**src/rtl/opmode_xfer_ctrl.sv**
```systemverilog
module opmode_xfer_ctrl #(
  parameter int NCLK  = 5,
  parameter int CNT_W = 8
) (
  input  logic             clk,
  input  logic             rst_n,
  input  logic             wr_en,
  input  logic [2:0]       wr_mode,
  input  logic             err_clr,
  input  logic [CNT_W-1:0] settle_len,
  input  logic [NCLK-1:0]  clk_over,
  output logic [2:0]       mode_rd,
  output logic             busy,
  output logic             err,
  output logic [2:0]       applied_mode
);
  localparam logic [2:0] MODE_HS = 3'b000;
  localparam logic [2:0] MODE_MS = 3'b010;
  localparam logic [CNT_W-1:0] ONE = CNT_W'(1);

  logic [CNT_W-1:0] cnt_q;

  wire known   = (wr_mode == MODE_HS) || (wr_mode == MODE_MS);
  wire illegal = (wr_mode == MODE_MS) && (|clk_over);
  wire accept  = wr_en && !busy && known && !illegal;
  wire fault   = wr_en && (busy || illegal);
  wire last    = busy && (cnt_q == ONE);

  always_ff @(posedge clk or negedge rst_n) begin
    if (!rst_n) begin
      mode_rd      <= MODE_HS;
      applied_mode <= MODE_HS;
      busy         <= 1'b0;
      cnt_q        <= '0;
    end else if (accept) begin
      mode_rd <= wr_mode;
      busy    <= 1'b1;
      cnt_q   <= (settle_len == '0) ? ONE : settle_len;
    end else if (last) begin
      busy         <= 1'b0;
      applied_mode <= mode_rd;
    end else if (busy) begin
      cnt_q <= cnt_q - ONE;
    end
  end

  always_ff @(posedge clk or negedge rst_n) begin
    if (!rst_n)       err <= 1'b0;
    else if (fault)   err <= 1'b1;
    else if (err_clr) err <= 1'b0;
  end
endmodule

```
**config.mk**
```make
export PLATFORM = sky130hd
export DESIGN_NAME = opmode_xfer_ctrl
export DESIGN_NICKNAME = d
export VERILOG_FILES = /design/src/rtl/opmode_xfer_ctrl.sv
export SDC_FILE = /design/constraint.sdc
export NUM_CORES = 1
export LEC_CHECK = 0
export ABC_AREA = 1
export CAP_MARGIN = 20
export CORE_MARGIN = 1
export CORE_UTILIZATION = 45
export DETAILED_ROUTE_END_ITERATION = 10
export PLACE_DENSITY = 0.76
export RECOVER_POWER = 50
export SYNTH_ARGS = -nofsm -noshare
export SYNTH_HDL_FRONTEND = slang
export SYNTH_SLANG_ARGS = --single-unit
export TNS_END_PERCENT = 10
```
**constraint.sdc**
```tcl
create_clock -name clk -period 1.7 [get_ports clk]
set_clock_uncertainty 0.1 [all_clocks]
set_input_delay 0.34 -clock clk [delete_from_list [all_inputs] [get_ports clk]]
set_output_delay 0.34 -clock clk [all_outputs]
set_load 0.05 [all_outputs]
```
==> results.toml, run 1 <==
[floorplan]
fp-row-count = 16
core_um2 = 1982
ios = 28
die-height_um = 48
fp.dieW_um = 48
start_util_pct = 48.04
dieArea_um2 = 2304

[global_route]
grt_max_degree = 17
grt_pass1_wl_um = 3677
grt_overflow = 0
grt_usage_pct = 24.63
antenna_found_initial = 0
grt_pass1_vias = 849

[yosys]
postSynthAreaPerCell_um2 = 7.159
yosys-top-cells-area = "dfrtp_1 42%, nand2_1 17%, nand3_1 11%, inv_1 6.3%, nor2_1 4.3%"
synth.top_cell.area_share_pct = 42.05
yosys_warnings = 0
synth_cells = 133
synth-seq-area-share_pct = 42.05
syn_area_um2 = 952.2
synth_seq_cells = 16
synth_nets = 155
ys_types = 19
synth_top_area_cell = "dfrtp_1"

[outcome]
status = "finished, final reports clean"

[cells_and_area]
fillCellCount = 174
layout_commonest_cell = "nand2_1"
fin_area_um2 = 1306
drive_gt1_share_pct = 15.57
area_growth_pct = 37.19
nNetsFinal = 190
final_cell_mix = "42 x nand2_1, 21 x nand3_1, 18 x clkdlybuf4s50_1"
diodes = 0
final_core_util_pct = 65.91

[cts]
clock_path_buffers = 2
root_buffer = "clkbuf_4"
insertion_delay_ns = 0.30
post_cts_buffers = 0
clk_pin_slew_ns = 0.10
cts_resized = 0
cts_tree = "yes"
cts_buffers = 3
cts_sinks = 16
htreeDepth = 1

[sta]
hold_viol_final = 0
final-max-slew-violation-count = 0
worst_pin_slew_ns = 0.8455
fin_crit_ns = 1.569
slew_headroom_pct = 43.63
rsz0062_at_grt = "no"
period_share_pct = 92.27
finalSetupViolations = 0
fmaxAchievable_mhz = 637.5

[setup_path]
crit_fanout = 8
crit_top_cell = "nand2_1"
critPathArrivalTime_ns = 1.64
end_kind = "register"
crit_required_ns = 1.77
cp-start-kind = "register"
critical_path_class = "register to register"
cp_slowest_stage_delay_ns = 0.40
crit_path_cell_trace = "inv_1, ha_1, nand2_1, o21ai_4, inv_2, nand2_1, nand3_1"
crit_family = "flip-flops"
slowest_stage = "dfrtp_1"
crit_buf_inv = 2

[place]
dp.final_hpwl_um = 1936
port_buffers = 27
gp_routability_congestion = 0.8417
placed_area_um2 = 1284

[run]
drv_cap = 0

[power_and_ir_drop]
power_leakage_uw = 0.0006352
ir_drop_mv = 0.4110
power_density_nw_per_um2 = 546.2

[detailed_routing]
initialDrtViolationCount = 26
num_vias = 963
detail_route.wirelength_um = 2286
viasPerCell = 4.964
drtPass1Iterations = 4
wl_per_cell_um = 11.78
ant_nets = 0
drcViolationCount = 0

[min_path]
min_path_type = "register to register"
[state kept, by name (all words and copies together), names as in the netlist]
register      count
cnt_q             8
applied_mode      3
mode_rd           3
busy              1
err               1
[power by group]
group	internal [µW]	leakage (µW)	total (µW)	switching [µW]
sequential	382	0.000179	383	0.886
clock	131	0.0000210	257	126
combinational	45.6	0.000435	73.9	28.3
total	558	0.000635	713	155
[layer usage]
metal | share of wire, % | wire length, µm | track usage, % | vias up
met3 | 5.9 | 136 | 4.906 | 8
met5 | 0 | 0 | 0 | -
met4 | 3.8 | 87 | 16.11 | 0
li1 | - | - | - | 483
met1 | 42 | 965 | 31.60 | 427
met2 | 48 | 1097 | 37.57 | 45
[worst reg2reg max path, stage by stage (launching register included)]
cell,delay [ns]
dfrtp_1,0.40
inv_1,0.13
ha_1,0.18
nand2_1,0.09
o21ai_4,0.25
inv_2,0.10
nand2_1,0.10
nand3_1,0.09
[logic make-up (layout without fill, tap and decap cells)]
family	after synthesis	in the layout	share of synthesized area [%]
buf+inv	21	55	8.542
xor+xnor	3	3	2.760
simple gates	84	84	39.16
compound gates	7	7	4.862
flops	16	16	42.05
fa+ha+maj	2	2	2.628
[synthesized netlist by cell type]
cell / n
o21ai_0: 5
nand2_1: 42
nand2_4: 1
or2_2: 1
inv_2: 2
nand3b_1: 2
nor2_2: 3
clkinv_2: 2
xor2_1: 3
nor2_1: 11
nor3_1: 1
o21ai_1: 1
dfrtp_1: 16
nand2_2: 2
o21ai_4: 1
clkinv_1: 1
ha_1: 2
nand3_1: 21
inv_1: 16
[repair_timing]
item,in CTS,in global routing
hold endpoints to repair,0,0
endpoints found under the setup margin,0,2
hold buffers,0,0
[through the flow]
stage               setup WS, ns  std cells  hold WS, ns  power, µW  setup TNS, ns
global placement         0.05179        190       0.3596      464.3              0
finish                    0.1314        194       0.3900      713.4              0
global route             0.01768        194       0.4247      741.7              0
floorplan                 0.1408        133     -0.05559      405.8              0
detailed placement      -0.06568        190       0.3701      466.8        -0.2899
CTS                      0.09248        194       0.2529      713.4              0
[final cells by class]
class	instances	area (µm²)	share of cell area [%]
Timing Repair Buffer	30	284.0	21.74
Sequential cell	16	400.4	30.65
Multi-Input combinational cell	96	470.5	36.02
Inverter	21	81.33	6.226
Tap cell	27	33.78	2.586
Clock buffer	4	36.28	2.778
[path summary, 6_finish.rpt]
path	cells after the start	slack [ns]	from	end
worst max-delay path	7	0.13	cnt_q[1]	cnt_q[5]
worst min-delay path	2	0.39	applied_mode[1]	applied_mode[1]
worst max register to register	7	0.13	cnt_q[1]	cnt_q[5]
worst min register to register	2	0.39	applied_mode[1]	applied_mode[1]
max in group asynchronous	2	0.42	rst_n	cnt_q[4]
min in group asynchronous	2	0.54	rst_n	cnt_q[2]
(Power assumes the default switching activity.)
==> inputs of run 2 (changes only) <==
--- a/config.mk
+++ b/config.mk
@@ -11,3 +11,5 @@
 export CORE_UTILIZATION = 45
+export CTS_BUF_LIST = sky130_fd_sc_hd__clkbuf_4
 export DETAILED_ROUTE_END_ITERATION = 10
+export MAX_ROUTING_LAYER = met4
 export PLACE_DENSITY = 0.76
==> constraint.sdc (replaced) <==
create_clock -name clk -period 1.7 [get_ports clk]
set_clock_uncertainty 0.1 [all_clocks]
set_input_delay 0.17 -clock clk [delete_from_list [all_inputs] [get_ports clk]]
set_output_delay 0.17 -clock clk [all_outputs]
set_load 0.05 [all_outputs]
==> run 2 against run 1 <==
  * Combinational power fell by 4.6%
  * Flip-flop and latch count unchanged
  * Critical path type unchanged
  * Clock-buffer cell count down 1
  * Global-route usage decreased by 2.6 points
  * Critical endpoint unchanged
  * Sequential share of layout area rose by 0.84 points
  * Sequential power about the same
  * Via count is 1.8% lower
  * Critical path depth did not move
  * Maximum frequency up 0.25%
  * Cell area shrank 2.7%
  * Largest cell class unchanged
  * Hold slack lost 0.033 ns
==> results.toml, run 2 (same netlist as run 1, synthesis figures left out) <==
[sta]
final-max-slew-violation-count = 0
fin_hold_ws_ns = 0.3571
period_share_pct = 92.05
hold_viol_final = 0
fmaxAchievable_mhz = 639.1
worst_pin_slew_ns = 0.8362
rsz0062_at_grt = "no"
finalSetupViolations = 0
fin_crit_ns = 1.565
slew_headroom_pct = 44.25
setup_tns_ns = 0

[cts]
insertion_delay_ns = 0.28
post_cts_buffers = 0
htreeDepth = 1
clk_pin_slew_ns = 0.10
cts_buffers = 3
cts_resized = 0
postCtsHoldBufs = 0
clock_path_buffers = 2
cts_sinks = 16
cts_tree = "yes"
root_buffer = "clkbuf_4"

[place]
port_buffers = 27
gp_routability_congestion = 0.8715
dp.final_hpwl_um = 1798

[floorplan]
core_um2 = 1982
die-height_um = 48
fp.dieW_um = 48
fp-row-count = 16
start_util_pct = 48.04
dieArea_um2 = 2304
ios = 28

[setup_path]
slowest_stage = "dfrtp_1"
crit_required_ns = 1.77
critPathArrivalTime_ns = 1.63
cp_slowest_stage_delay_ns = 0.40
crit_path_cell_trace = "inv_1, ha_1, nand2_1, o21ai_4, inv_2, nand2_1, nand3_1"
worstReg2RegStart = "cnt_q[1]"
crit_fanout = 8
critical_path_class = "register to register"
end_kind = "register"
cp-start-kind = "register"
startpoint = "cnt_q[1]"
crit_top_cell = "nand2_1"

[detailed_routing]
drcViolationCount = 0
wl_per_cell_um = 11.11
ant_nets = 0
initialDrtViolationCount = 18
viasPerCell = 4.902
drtPass1Iterations = 4
detail_route.wirelength_um = 2145
num_vias = 946

[power_and_ir_drop]
ir_drop_mv = 0.3303
power_density_nw_per_um2 = 516.5
power_leakage_uw = 0.0006102

[min_path]
hp-start = "wr_mode[1]"
min_path_type = "primary input to register"

[cells_and_area]
diodes = 0
nNetsFinal = 189
drive_gt1_share_pct = 12.05
ff_latch_area_um2 = 400.4
largest_registers = "cnt_q: 8 flops, applied_mode: 3 flops, mode_rd: 3 flops"
final_cell_mix = "42 x nand2_1, 21 x nand3_1, 18 x clkdlybuf4s50_1"
multi_input_area_um2 = 470.5
fillCellCount = 183
top_register = "cnt_q"
layout_commonest_cell = "nand2_1"
final_core_util_pct = 64.14
area_growth_pct = 33.51
largest_reg_flops = 8

[global_route]
grt_overflow = 0
grt_pass1_wl_um = 3298
grt_pass1_vias = 777
antenna_found_initial = 0
grt_usage_pct = 21.98
grt_max_degree = 17

[outcome]
status = "finished, final reports clean"

[run]
drv_cap = 0
run 2: critical path, delay by kind of cell, from the launching register on:
kind / cells / cell delay (ns)
flip-flops: 1 / 0.40
AND/OR/NAND/NOR: 3 / 0.28
adder cells (fa/ha/maj): 1 / 0.18
buffers and inverters: 2 / 0.22
AO/OA/AOI/OAI: 1 / 0.27
run 2: where the power goes:
part	leakage [µW]	switching, µW	internal, µW
sequential	0.000179	0.988	382
combinational	0.000416	27.4	43.0
clock	0.0000154	118	85.0
total	0.000610	147	510
run 2: cell type report:
class / instances / area share (%)
Clock inverter: 1 / 0.2953
Tap cell: 27 / 2.657
Sequential cell: 16 / 31.50
Timing Repair Buffer: 29 / 20.37
Multi-Input combinational cell: 96 / 37.01
Inverter: 21 / 6.398
Clock buffer: 3 / 1.772
run 2: path summary, 6_finish.rpt:
| kind | end | slack, ns | cells after the start |
|---|---|---|---|
| max | cnt_q[5] | 0.14 | 7 |
| min in group asynchronous | cnt_q[2] | 0.39 | 2 |
| min reg2reg | applied_mode[1] | 0.39 | 2 |
| min | mode_rd[1] | 0.36 | 3 |
| max reg2reg | cnt_q[5] | 0.14 | 7 |
| max in group asynchronous | cnt_q[5] | 0.59 | 2 |
run 2: per-layer routing:
metal	up-vias	wire (µm)	global-route usage [%]
li1	485	-	-
met1	419	927	28.34
met2	40	1079	34.32
met3	2	122	4.906
met4	0	16	6.667
met5	-	0	-
run 2: through the flow:
| step | cells | worst slack, ns | power (µW) | instance area, µm² |
|---|---|---|---|---|
| floorplan | 133 | 0.1408 | 405.8 | 952.2 |
| global route | 193 | 0.02587 | 686.1 | 1271 |
| global placement | 189 | 0.1753 | 463.0 | 1264 |
| finish | 193 | 0.1352 | 656.6 | 1271 |
| CTS | 193 | 0.1330 | 667.0 | 1290 |
| detailed placement | 189 | 0.09210 | 464.9 | 1264 |
